**src/rtl/cfgx_pkg.sv**
```systemverilog
package cfgx_pkg;
  localparam int unsigned DW    = 8;
  localparam int unsigned OFS_W = 3;
  localparam int unsigned NREG  = 4;

  // decoded second-level offsets, slot order fixed by the output ports
  function automatic logic [OFS_W-1:0] slot_offset(input int unsigned slot);
    case (slot)
      0:       slot_offset = 3'd0;
      1:       slot_offset = 3'd2;
      2:       slot_offset = 3'd4;
      default: slot_offset = 3'd5;
    endcase
  endfunction
endpackage

```
**src/rtl/cfgx_rst_sync.sv**
```systemverilog
module cfgx_rst_sync #(
  parameter int unsigned STAGES = 2
) (
  input  logic clk,
  input  logic rst_n,
  output logic rst_sync_n
);
  logic [STAGES-1:0] sync_q;

  always_ff @(posedge clk or negedge rst_n) begin
    if (!rst_n) sync_q <= '0;
    else        sync_q <= {sync_q[STAGES-2:0], 1'b1};
  end

  assign rst_sync_n = sync_q[STAGES-1];
endmodule

```
**src/rtl/cfgx_index.sv**
```systemverilog
module cfgx_index
  import cfgx_pkg::*;
(
  input  logic             clk,
  input  logic             rst_n,
  input  logic             wr_en,
  input  logic [DW-1:0]    wdata,
  output logic [OFS_W-1:0] offset
);
  logic [OFS_W-1:0] offset_q, offset_d;

  always_comb begin
    offset_d = offset_q;
    if (wr_en) offset_d = wdata[OFS_W-1:0];
  end

  always_ff @(posedge clk or negedge rst_n) begin
    if (!rst_n) offset_q <= '0;
    else        offset_q <= offset_d;
  end

  assign offset = offset_q;

  // only the low bits are held
  a_r3_index_low_bits : assert property (@(posedge clk) disable iff (!rst_n)
    wr_en |=> offset == $past(wdata[OFS_W-1:0]));
endmodule

```
**src/rtl/cfgx_bank.sv**
```systemverilog
module cfgx_bank
  import cfgx_pkg::*;
#(
  parameter logic [DW-1:0] DEF_A = 8'h1C,
  parameter logic [DW-1:0] DEF_B = 8'h5A,
  parameter logic [DW-1:0] DEF_C = 8'h03,
  parameter logic [DW-1:0] DEF_P = 8'h60
) (
  input  logic             clk,
  input  logic             rst_n,
  input  logic             wr_en,
  input  logic [OFS_W-1:0] offset,
  input  logic [DW-1:0]    wdata,
  output logic [DW-1:0]    regs [NREG],
  output logic             hit,
  output logic [DW-1:0]    sel_data
);
  logic [NREG-1:0] match;

  for (genvar s = 0; s < NREG; s++) begin : g_slot
    localparam logic [OFS_W-1:0] SLOT_OFS = slot_offset(s);
    localparam logic [DW-1:0] SLOT_DEF =
      (s == 0) ? DEF_A : (s == 1) ? DEF_B : (s == 2) ? DEF_C : DEF_P;
    logic [DW-1:0] val_q, val_d;

    assign match[s] = (offset == SLOT_OFS);

    always_comb begin
      val_d = val_q;
      if (wr_en && match[s]) val_d = wdata;
    end

    always_ff @(posedge clk or negedge rst_n) begin
      if (!rst_n) val_q <= SLOT_DEF;
      else        val_q <= val_d;
    end

    assign regs[s] = val_q;

    // a write at this slot's offset lands on the next edge
    a_r5_write_lands : assert property (@(posedge clk) disable iff (!rst_n)
      (wr_en && offset == SLOT_OFS) |=> val_q == $past(wdata));
  end

  assign hit = |match;

  always_comb begin
    sel_data = '0;
    for (int s = 0; s < NREG; s++)
      if (match[s]) sel_data = regs[s];
  end

  // a write at an undecoded offset leaves every register unchanged
  a_r2_bad_offset_no_change : assert property (@(posedge clk) disable iff (!rst_n)
    (wr_en && !hit) |=> ($stable(regs[0]) && $stable(regs[1]) &&
                         $stable(regs[2]) && $stable(regs[3])));
  a_r1_onehot_match : assert property (@(posedge clk) disable iff (!rst_n)
    $onehot0(match));
endmodule

```
**src/rtl/cfgx_window.sv**
```systemverilog
module cfgx_window
  import cfgx_pkg::*;
#(
  parameter logic [7:0] DEF_A = 8'h1C,
  parameter logic [7:0] DEF_B = 8'h5A,
  parameter logic [7:0] DEF_C = 8'h03,
  parameter logic [7:0] DEF_P = 8'h60
) (
  input  logic       clk,
  input  logic       rst_n,
  input  logic       cfg_en,
  input  logic       host_sel,
  input  logic       host_wr,
  input  logic       host_rd,
  input  logic [7:0] host_wdata,
  output logic [7:0] host_rdata,
  output logic [7:0] ctl_a,
  output logic [7:0] ctl_b,
  output logic [7:0] ctl_c,
  output logic [7:0] pp_cfg
);
  logic             rst_i_n;
  logic             idx_we, dat_we;
  logic [OFS_W-1:0] offset;
  logic [DW-1:0]    regs [NREG];
  logic             hit;
  logic [DW-1:0]    sel_data;

  cfgx_rst_sync #(.STAGES(2)) u_rst (
    .clk(clk), .rst_n(rst_n), .rst_sync_n(rst_i_n)
  );

  assign idx_we = cfg_en && host_wr && !host_sel;
  assign dat_we = cfg_en && host_wr &&  host_sel;

  cfgx_index u_index (
    .clk(clk), .rst_n(rst_i_n), .wr_en(idx_we),
    .wdata(host_wdata), .offset(offset)
  );

  cfgx_bank #(.DEF_A(DEF_A), .DEF_B(DEF_B), .DEF_C(DEF_C), .DEF_P(DEF_P)) u_bank (
    .clk(clk), .rst_n(rst_i_n), .wr_en(dat_we), .offset(offset),
    .wdata(host_wdata), .regs(regs), .hit(hit), .sel_data(sel_data)
  );

  always_comb begin
    host_rdata = '0;
    if (cfg_en && host_rd) begin
      if (!host_sel)  host_rdata = {{(DW-OFS_W){1'b0}}, offset};
      else if (hit)   host_rdata = sel_data;
    end
  end

  assign ctl_a  = regs[0];
  assign ctl_b  = regs[1];
  assign ctl_c  = regs[2];
  assign pp_cfg = regs[3];

  // nothing moves and reads are zero while disabled
  a_r4_disabled_frozen : assert property (@(posedge clk) disable iff (!rst_i_n)
    !cfg_en |=> ($stable(offset) && $stable(ctl_a) && $stable(ctl_b) &&
                 $stable(ctl_c) && $stable(pp_cfg)));
  a_r4_disabled_read_zero : assert property (@(posedge clk) disable iff (!rst_i_n)
    !cfg_en |-> host_rdata == 8'h00);
  // upper index bits never read as one
  a_r3_upper_zero : assert property (@(posedge clk) disable iff (!rst_i_n)
    (host_rd && !host_sel) |-> host_rdata[7:3] == 5'b0);
  // unsupported offset reads zero
  a_r6_bad_read_zero : assert property (@(posedge clk) disable iff (!rst_i_n)
    (host_rd && host_sel && offset inside {3'd1, 3'd3, 3'd6, 3'd7}) |-> host_rdata == 8'h00);
endmodule

```
**config.mk**
```make
export PLATFORM = sky130hd
export DESIGN_NAME = cfgx_window
export DESIGN_NICKNAME = d
export VERILOG_FILES = /design/src/rtl/cfgx_pkg.sv /design/src/rtl/cfgx_rst_sync.sv /design/src/rtl/cfgx_index.sv /design/src/rtl/cfgx_bank.sv /design/src/rtl/cfgx_window.sv
export SDC_FILE = /design/constraint.sdc
export NUM_CORES = 1
export LEC_CHECK = 0
export BUFFER_PORTS_ARGS = -buffer_cell sky130_fd_sc_hd__buf_4
export CORE_AREA = 2 2 74 76
export CTS_CLUSTER_SIZE = 40
export DETAILED_ROUTE_END_ITERATION = 8
export DIE_AREA = 0 0 76 78
export SLEW_MARGIN = 10
export SYNTH_ARGS = -nofsm -noshare
export SYNTH_HDL_FRONTEND = slang
export SYNTH_HIERARCHICAL = 1
export SYNTH_SLANG_ARGS = --single-unit
```
**constraint.sdc**
```tcl
create_clock -name clk -period 1.9 [get_ports clk]
set_clock_uncertainty 0.05 [all_clocks]
set_input_delay 0.285 -clock clk [delete_from_list [all_inputs] [get_ports clk]]
set_output_delay 0.285 -clock clk [all_outputs]
set_load 0.02 [all_outputs]
```
## After elaboration in Yosys (flattened, before gate mapping)

Index checks and enable logic that the tools add are counted.

| cells by class | value |
|---|---|
| equal/unequal tests | 3 |
| multiplexer cells | 7 |
| reductions and logical operators | 11 |

Operators with widths:

| cell | count |
|---|---|
| $mux 8 | 7 |
| $logic_and 1x1->1 | 8 |
| $eq 3x3->1 const B | 2 |
| $reduce_or 4->1 | 1 |
| $eq 3x2->1 const B | 1 |
| $logic_not 3->1 | 1 |
| $logic_not 1->1 | 1 |

| storage, ports and cells | value |
|---|---|
| register bits | 37 |
| bits of input ports | 14 |
| output and inout bits | 40 |
| word-level logic and storage cells | 27 |

## Depth between registers and ports, before layout

Gate-level depths: netlist of the first run.

| depth | value |
|---|---|
| depth after elaboration | 8 |
| depth in mapped cells | 6 |
| mapped depth without buffers | 4 |

## By module

The synthesis of the first run kept the hierarchy.

By module, submodules not included:

| module | times used | cells an instance | area each (um^2) | sequential area each (um^2) |
|---|---|---|---|---|
| cfgx_bank | 1 | 112 | 1614.0 | 814.5 |
| cfgx_index | 1 | 6 | 108.9 | 75.1 |
| cfgx_window | 1 | 19 | 108.9 | 0.0 |
| cfgx_rst_sync | 1 | 3 | 53.8 | 50.0 |

## Least setup slack after synthesis of the first run

Ideal clock, no wire load.

| timing path | value |
|---|---|
| path type | flip-flop to output port |
| start point | register u_index.offset_q[0], in the netlist u_index/offset[0] |
| end point | output port host_rdata[0] |
| data arrival time | 1.722 ns |
| required time | 1.565 ns |
| setup slack | -0.157 ns |
| cell stages (with the launch flop) | 7 |
| buffers on the path | 2 |
| cell sequence | dfrtp_1 -> buf_6 -> clkbuf_1 -> or4bb_1 -> o211ai_1 -> nand3_1 -> a21oi_1 |

| between the ends | value |
|---|---|
| word-level cells in the longest chain between the ends | 8 |
| elaborated cells between the ends (all ways) | 12 |
| classes of those cells | 3 x eq/ne; 7 x mux; 2 x reduce/logical |

RTL lines:

| element | RTL line | source |
|---|---|---|
| start, declared | cfgx_index.sv:10 | `logic [OFS_W-1:0] offset_q, offset_d;` |
| start signal, assigned | cfgx_index.sv:19 | `else offset_q <= offset_d;` |
| $logic_not 3->1 | cfgx_bank.sv:26 | `assign match[s] = (offset == SLOT_OFS);` |
| $mux 8 (3 in a row) | cfgx_bank.sv:50 | `if (match[s]) sel_data = regs[s];` |
| $mux 8 (*) | cfgx_bank.sv:50 |  |
| named net sel_data[0] | cfgx_window.sv:27 | `logic [DW-1:0] sel_data;` |
| $mux 8 (*) | cfgx_window.sv:50 | `else if (hit) host_rdata = sel_data;` |
| $mux 8 (*) | cfgx_window.sv:49 | `if (!host_sel) host_rdata = {{(DW-OFS_W){1'b0}}, offset};` |
| $mux 8 (*) | cfgx_window.sv:48 | `if (cfg_en && host_rd) begin` |
| end, declared | cfgx_window.sv:16 | `output logic [7:0] host_rdata,` |

Mark *: on every way through the listed nets, which the timed path passes. The rest lies on a longest branch.

## Worst setup path in the final report of the first run

| timing path | value |
|---|---|
| start point | register u_index.offset_q[2], in the netlist u_index/offset[2] |
| end point | output port host_rdata[2] |

Same word-level chain as after synthesis.

==> impl_metrics.toml, run 1 <==
[clock_network]
clock_sink_count = 37
cts_root_buf = "clkbuf_8"
insertion_delay_ns = 0.29
clk_pin_slew_ns = 0.07
cts_htree_levels = 2
numCtsBuffers = 5
clockBufferDepth = 2
tritoncts = "built"

[final_layout]
nNetsFinal = 226
instances_no_fill = 283
n_fill_cell = 443
synthToLayoutAreaGrowth_pct = 43.9
drive_above_1_share_pct = 65.7
design_area_sq_mm = 0.00271
diodes = 0

[setup_path]
worst_path_max_delay_cell = "or4bb_1"
cp.required_ns = 1.56
crit_chain = "buf_6 -> or4bb_1 -> o211ai_1 -> nand3_1 -> a21oi_4 -> buf_6"
crit_fanout = 4
cp-end-kind = "primary output"
cp-start-kind = "register"
crit_top_cell = "buf_6"
worst-setup-path-type = "reg2out"
worstPathArrival_ns = 1.89
cp_slowest_stage_delay_ns = 0.49

[sta]
whs_ns = 0.196
grt_setup_unrepaired = "yes"
hold_viol = 0
min_period_over_period_pct = 117
maxSlewHeadroom_pct = 58.4
tightest_slew_ns = 0.624
fin_crit_ns = 2.23
fmax_mhz = 449
finalSetupViolCount = 8
fin_ws_ns = -0.325
slew_viol_final = 0

[global_routing]
grt.overflow.total = 0
grt_pass1_wl_um = 7930
grt_usage_pct = 16.9
antenna_found_initial = 0
grt_pass1_vias = 1534
grt_max_degree = 23

[floorplanning]
start_util_pct = 37.4
coreArea_sq_mm = 0.00504
chipHeight_um = 78
fp.dieArea_sq_mm = 0.00593
ios = 54
rows = 26
chipWidth_um = 76

[job]
cap_violations = 0

[power_and_ir_drop]
power.density_mw_per_mm2 = 1330
vdd_ir_drop_max_v = 0.000753
leakagePower_nw = 1.22
p_total_mw = 3.61

[logic_synthesis]
synth-edff-count = 0
yosys_warnings = 6
yosysUniqueCellTypes = 26
async_flop_share_pct = 100
ys_ff_latch = 37
syn_avg_cell_area_sq_um = 13.5
synth_area_sq_mm = 0.00189
ys_seq_area_share_pct = 49.8
syn_nets = 154
synthCells = 140
synth_flop_cell = "dfrtp_1"

[route]
ant_nets = 0
routed_wl_um = 4650
vias = 1438
first_pass_iters = 4
drc_errors = 0
routedWlPerCell_um = 16.4
drtIter0Drc = 60
avgViaCountPerCell = 5.08

[outcome]
violations = "negative setup slack"
outcome = "finished, violations left"

[worst_hold_path]
worstHoldPathType = "reg2async"

[place]
placed_cells = 271
dp_hpwl_um = 3510
postPlaceCellArea_sq_mm = 0.00250
gp_congestion = 0.739
post-place-ws_ns = -0.0121
port_buffers = 53
[timing repair]
action / CTS / global route
gates resized for setup: 20 / 3
hold endpoints to repair: 2 / 0
gates cloned: 0 / 0
setup buffers: 3 / 0
hold buffers: 1 / 0
endpoints found under the setup margin: 8 / 8
pin swaps: 2 / 4
[registers in the layout (all words and copies together) (netlist names)]
signal / cells
u_bank/g_slot.val_q: 32
u_index/offset: 3
u_rst/sync_q: 2
[layer usage]
| layer | vias to the layer above | track usage [%] | part of all wire (%) |
|---|---|---|---|
| met5 | - | 0 | 0 |
| met2 | 37 | 28.4 | 50 |
| li1 | 674 | - | - |
| met1 | 721 | 22.1 | 44 |
| met3 | 6 | 4.19 | 4.8 |
| met4 | 0 | 4.36 | 1.1 |
[metrics by stage]
stage	setup TNS [ns]	utilization, %
after global routing	-2.73	53.8
final	-2.15	53.8
after detailed placement	-0.0242	49.7
after floorplan	-0.00418	-
after CTS	-2.07	53.5
after global placement	0	49.7
[worst paths after layout]
kind                                                    start                                     to  slack (ns)  cells after the start
worst min register to register      u_rst/sync_q[1]$_DFF_PN0_  u_bank/g_slot[1].val_q[7]$_DFFE_PN0P_        0.20                      0
worst max-delay path            u_index/offset[2]$_DFFE_PN0P_                          host_rdata[2]       -0.33                      6
worst min-delay path                u_rst/sync_q[1]$_DFF_PN0_  u_bank/g_slot[1].val_q[7]$_DFFE_PN0P_        0.20                      0
max in group asynchronous           u_rst/sync_q[1]$_DFF_PN0_  u_bank/g_slot[1].val_q[3]$_DFFE_PN1P_        0.98                      1
worst max register to register  u_index/offset[2]$_DFFE_PN0P_  u_bank/g_slot[1].val_q[0]$_DFFE_PN0P_        0.13                      5
min in group clk                                host_wdata[7]  u_bank/g_slot[2].val_q[7]$_DFFE_PN0P_        0.21                      2
[area by class of cell]
| cell class | instances | area [sq um] | share of cell area (%) |
|---|---|---|---|
| Multi-Input combinational cell | 94 | 957 | 35.3 |
| Sequential cell | 37 | 943 | 34.8 |
| Timing Repair Buffer | 74 | 636 | 23.4 |
| Clock buffer | 8 | 90.1 | 3.32 |
| Tap cell | 70 | 87.6 | 3.23 |
[power breakdown]
| part | internal [mW] | switching (mW) | total (mW) |
|---|---|---|---|
| sequential | 1.16 | 0.249 | 1.41 |
| combinational | 0.869 | 0.791 | 1.66 |
| clock | 0.295 | 0.250 | 0.546 |
[Yosys cell counts, types with 2 or more instances]
cell type	number	area, sq um
a21oi_1	3	15.0
dfstp_2	11	289
and2_1	5	31.3
dfrtp_1	26	651
buf_2	4	20.0
nor4bb_1	2	20.0
or4b_1	7	70.1
nand3_1	3	15.0
mux2_2	36	405
mux2i_1	8	80.1
nand2b_1	4	25.0
or4bb_1	6	67.6
o211ai_1	7	52.6
nor2_1	2	7.51
nand2_1	2	7.51
clkbuf_1	4	15.0
[critical path, delay by kind of cell (launching register included)]
kind,cells,cell delay [ns]
simple gates,2,0.63
compound gates,2,0.28
buf+inv,2,0.26
flops,1,0.43
[cells by family (layout without fill, tap and decap cells)]
logic type | Yosys count | after routing | synth area share, %
mux | 44 | 44 | 25.7
flops | 37 | 37 | 49.8
buf+inv | 9 | 82 | 2.45
simple gates | 38 | 38 | 17.7
compound gates | 11 | 11 | 4.05
other cells | 1 | 1 | 0.199
[cells in the final DEF (no fill, tap or decap), types with 2 or more instances in the layout]
master	n
or4bb_1	6
buf_8	2
nand2_1	2
nand3_1	3
nor2_1	2
a21oi_4	3
nand2b_1	4
buf_6	10
buf_12	2
clkbuf_1	2
clkbuf_8	6
buf_4	59
o211ai_1	7
and2_1	3
mux2i_1	7
dfrtp_1	23
and2_4	2
or4b_1	7
dfstp_2	11
mux2_2	36
dfrtp_2	3
No activity file was read; power rests on OpenSTA's default activity.
==> inputs of run 2 (changes only) <==
Settings changed: CORE_AREA 2 2 74 76 to 5 5 77 79, CTS_CLUSTER_SIZE 40 to not set, DIE_AREA 0 0 76 78 to 0 0 82 84.
==> impl_metrics.toml, run 2 (synthesis results as in run 1) <==
[global_routing]
grt_usage_pct = 15.5
grt.overflow.total = 0
grt_max_degree = 36
grt_pass1_wl_um = 8130
grt_pass1_vias = 1515
antenna_found_initial = 0

[route]
ant_nets = 0
vias = 1456
drtIter0Drc = 36
avgViaCountPerCell = 5.04
drc_errors = 0
routed_wl_um = 5050
routedWlPerCell_um = 17.5
first_pass_iters = 4

[setup_path]
regToRegSetupSlack_ns = 0.09
crit_fanout = 13
cp-end-kind = "primary output"
r2r_end = "u_bank/g_slot[3].val_q[7]$_DFFE_PN0P_"
worst-setup-path-type = "reg2out"
cp-start-kind = "register"
cp.required_ns = 1.56
r2r-start = "u_index/offset[1]$_DFFE_PN0P_"
worstPathArrival_ns = 1.85
ff2ff_path_depth = 4

[floorplanning]
coreArea_sq_mm = 0.00527
chipHeight_um = 84
fp.dieArea_sq_mm = 0.00689
ios = 54
start_util_pct = 35.8
chipWidth_um = 82
rows = 27

[final_layout]
synthToLayoutAreaGrowth_pct = 41.7
drive_above_1_share_pct = 65.9
nNetsFinal = 230
multi_input_area_sq_um = 955
top_register = "u_bank/g_slot.val_q"
final_cell_mix = "buf_4, mux2_2, dfrtp_1"
largest_reg_flops = 32
final_common_cell = "buf_4"
final_core_util_pct = 50.7
n_fill_cell = 511
diodes = 0
instances_no_fill = 289
seqCellArea_sq_um = 943

[clock_network]
clk_pin_slew_ns = 0.07
numCtsBuffers = 5
cts_root_buf = "clkbuf_8"
tritoncts = "built"
cts_htree_levels = 2
clockBufferDepth = 2
clock_sink_count = 37
insertion_delay_ns = 0.28

[sta]
tns_ns = -2.03
finalSetupViolCount = 8
fmax_mhz = 459
slew_viol_final = 0
grt_setup_unrepaired = "yes"
fin_ws_ns = -0.281
hold_viol = 0
min_period_over_period_pct = 115
fin_crit_ns = 2.18

[place]
gp_congestion = 0.779
post-place-ws_ns = -0.0211
dp_hpwl_um = 3790
placed_cells = 274
port_buffers = 53

[power_and_ir_drop]
vdd_ir_drop_max_v = 0.000606
power.density_mw_per_mm2 = 1340
leakagePower_nw = 1.21

[outcome]
outcome = "finished, violations left"
violations = "negative setup slack"

[worst_hold_path]
hold_path.startpoint = "host_wdata[6]"
whs_path_depth = 2
min_to = "u_bank/g_slot[1].val_q[6]$_DFFE_PN1P_"
worstHoldPathType = "in2reg"

[job]
cap_violations = 0
==> run 2: cell count changes in the layout (fill, tap and decap cells not counted), moves of 2 or more <==
cell    before  now
buf_8        2    0
buf_6       10    4
and2_4       2    0
buf_4       59   73
buf_12       2    0
and2_1       3    5
==> run 2: timing repair <==
action	in CTS	in global routing
resized for setup	6	6
hold buffers	1	0
cloned	0	0
pin swaps	4	4
hold endpoints to repair	2	0
buffers inserted	3	3
setup endpoints to repair	8	8
==> run 2: area by class of cell <==
cell class / count / share of cell area, %
well taps: 72 / 3.37
clock buffers: 8 / 3.00
multi-input cells: 94 / 35.7
flip-flops and latches: 37 / 35.3
repair buffers: 78 / 22.6
==> run 2: metal layers <==
metal | up-vias | GRT usage [%] | share of wire, %
met5 | - | 0 | 0
met4 | 0 | 2.72 | 0.71
met3 | 4 | 4.21 | 5.7
met1 | 729 | 20.9 | 44
met2 | 43 | 24.8 | 49
li1 | 680 | - | -
==> run 2: report_power, final <==
group          internal [mW]  switching, mW
Sequential              1.16          0.253
Clock                  0.260          0.254
Combinational          0.844          0.800
==> run 2: worst max-delay path by stage <==
| stage | endpoint | start | slack [ns] | cells past startpoint |
|---|---|---|---|---|
| 2_1_floorplan | host_rdata[0] | u_index/offset[0]$_DFFE_PN0P_ | -0.001 | 6 |
| 3_3_place_gp | host_rdata[4] | u_index/offset[1]$_DFFE_PN0P_ | -0.002 | 5 |
| 3_5_place_dp | host_rdata[6] | u_index/offset[0]$_DFFE_PN0P_ | -0.02 | 5 |
| 4_1_cts | host_rdata[1] | u_index/offset[0]$_DFFE_PN0P_ | -0.30 | 5 |
| 5_1_grt | host_rdata[0] | u_index/offset[1]$_DFFE_PN0P_ | -0.34 | 5 |
| 6_report | host_rdata[5] | u_index/offset[0]$_DFFE_PN0P_ | -0.28 | 5 |
==> run 2: through the flow <==
stage	hold WS, ns	area [sq um]	power (mW)
finish	0.213	2670	3.57
global route	0.208	2670	3.78
CTS	0.205	2630	3.57
detailed placement	0.0196	2500	3.01
global placement	0.0178	2500	2.97
floorplan	-0.0606	1930	2.29
==> run 2: critical path, cell delays in order (launching register included) <==
cell and delay (ns):
dfrtp_2 0.45, buf_4 0.20, or4bb_1 0.51, o211ai_1 0.10
and2_1 0.16, buf_4 0.14
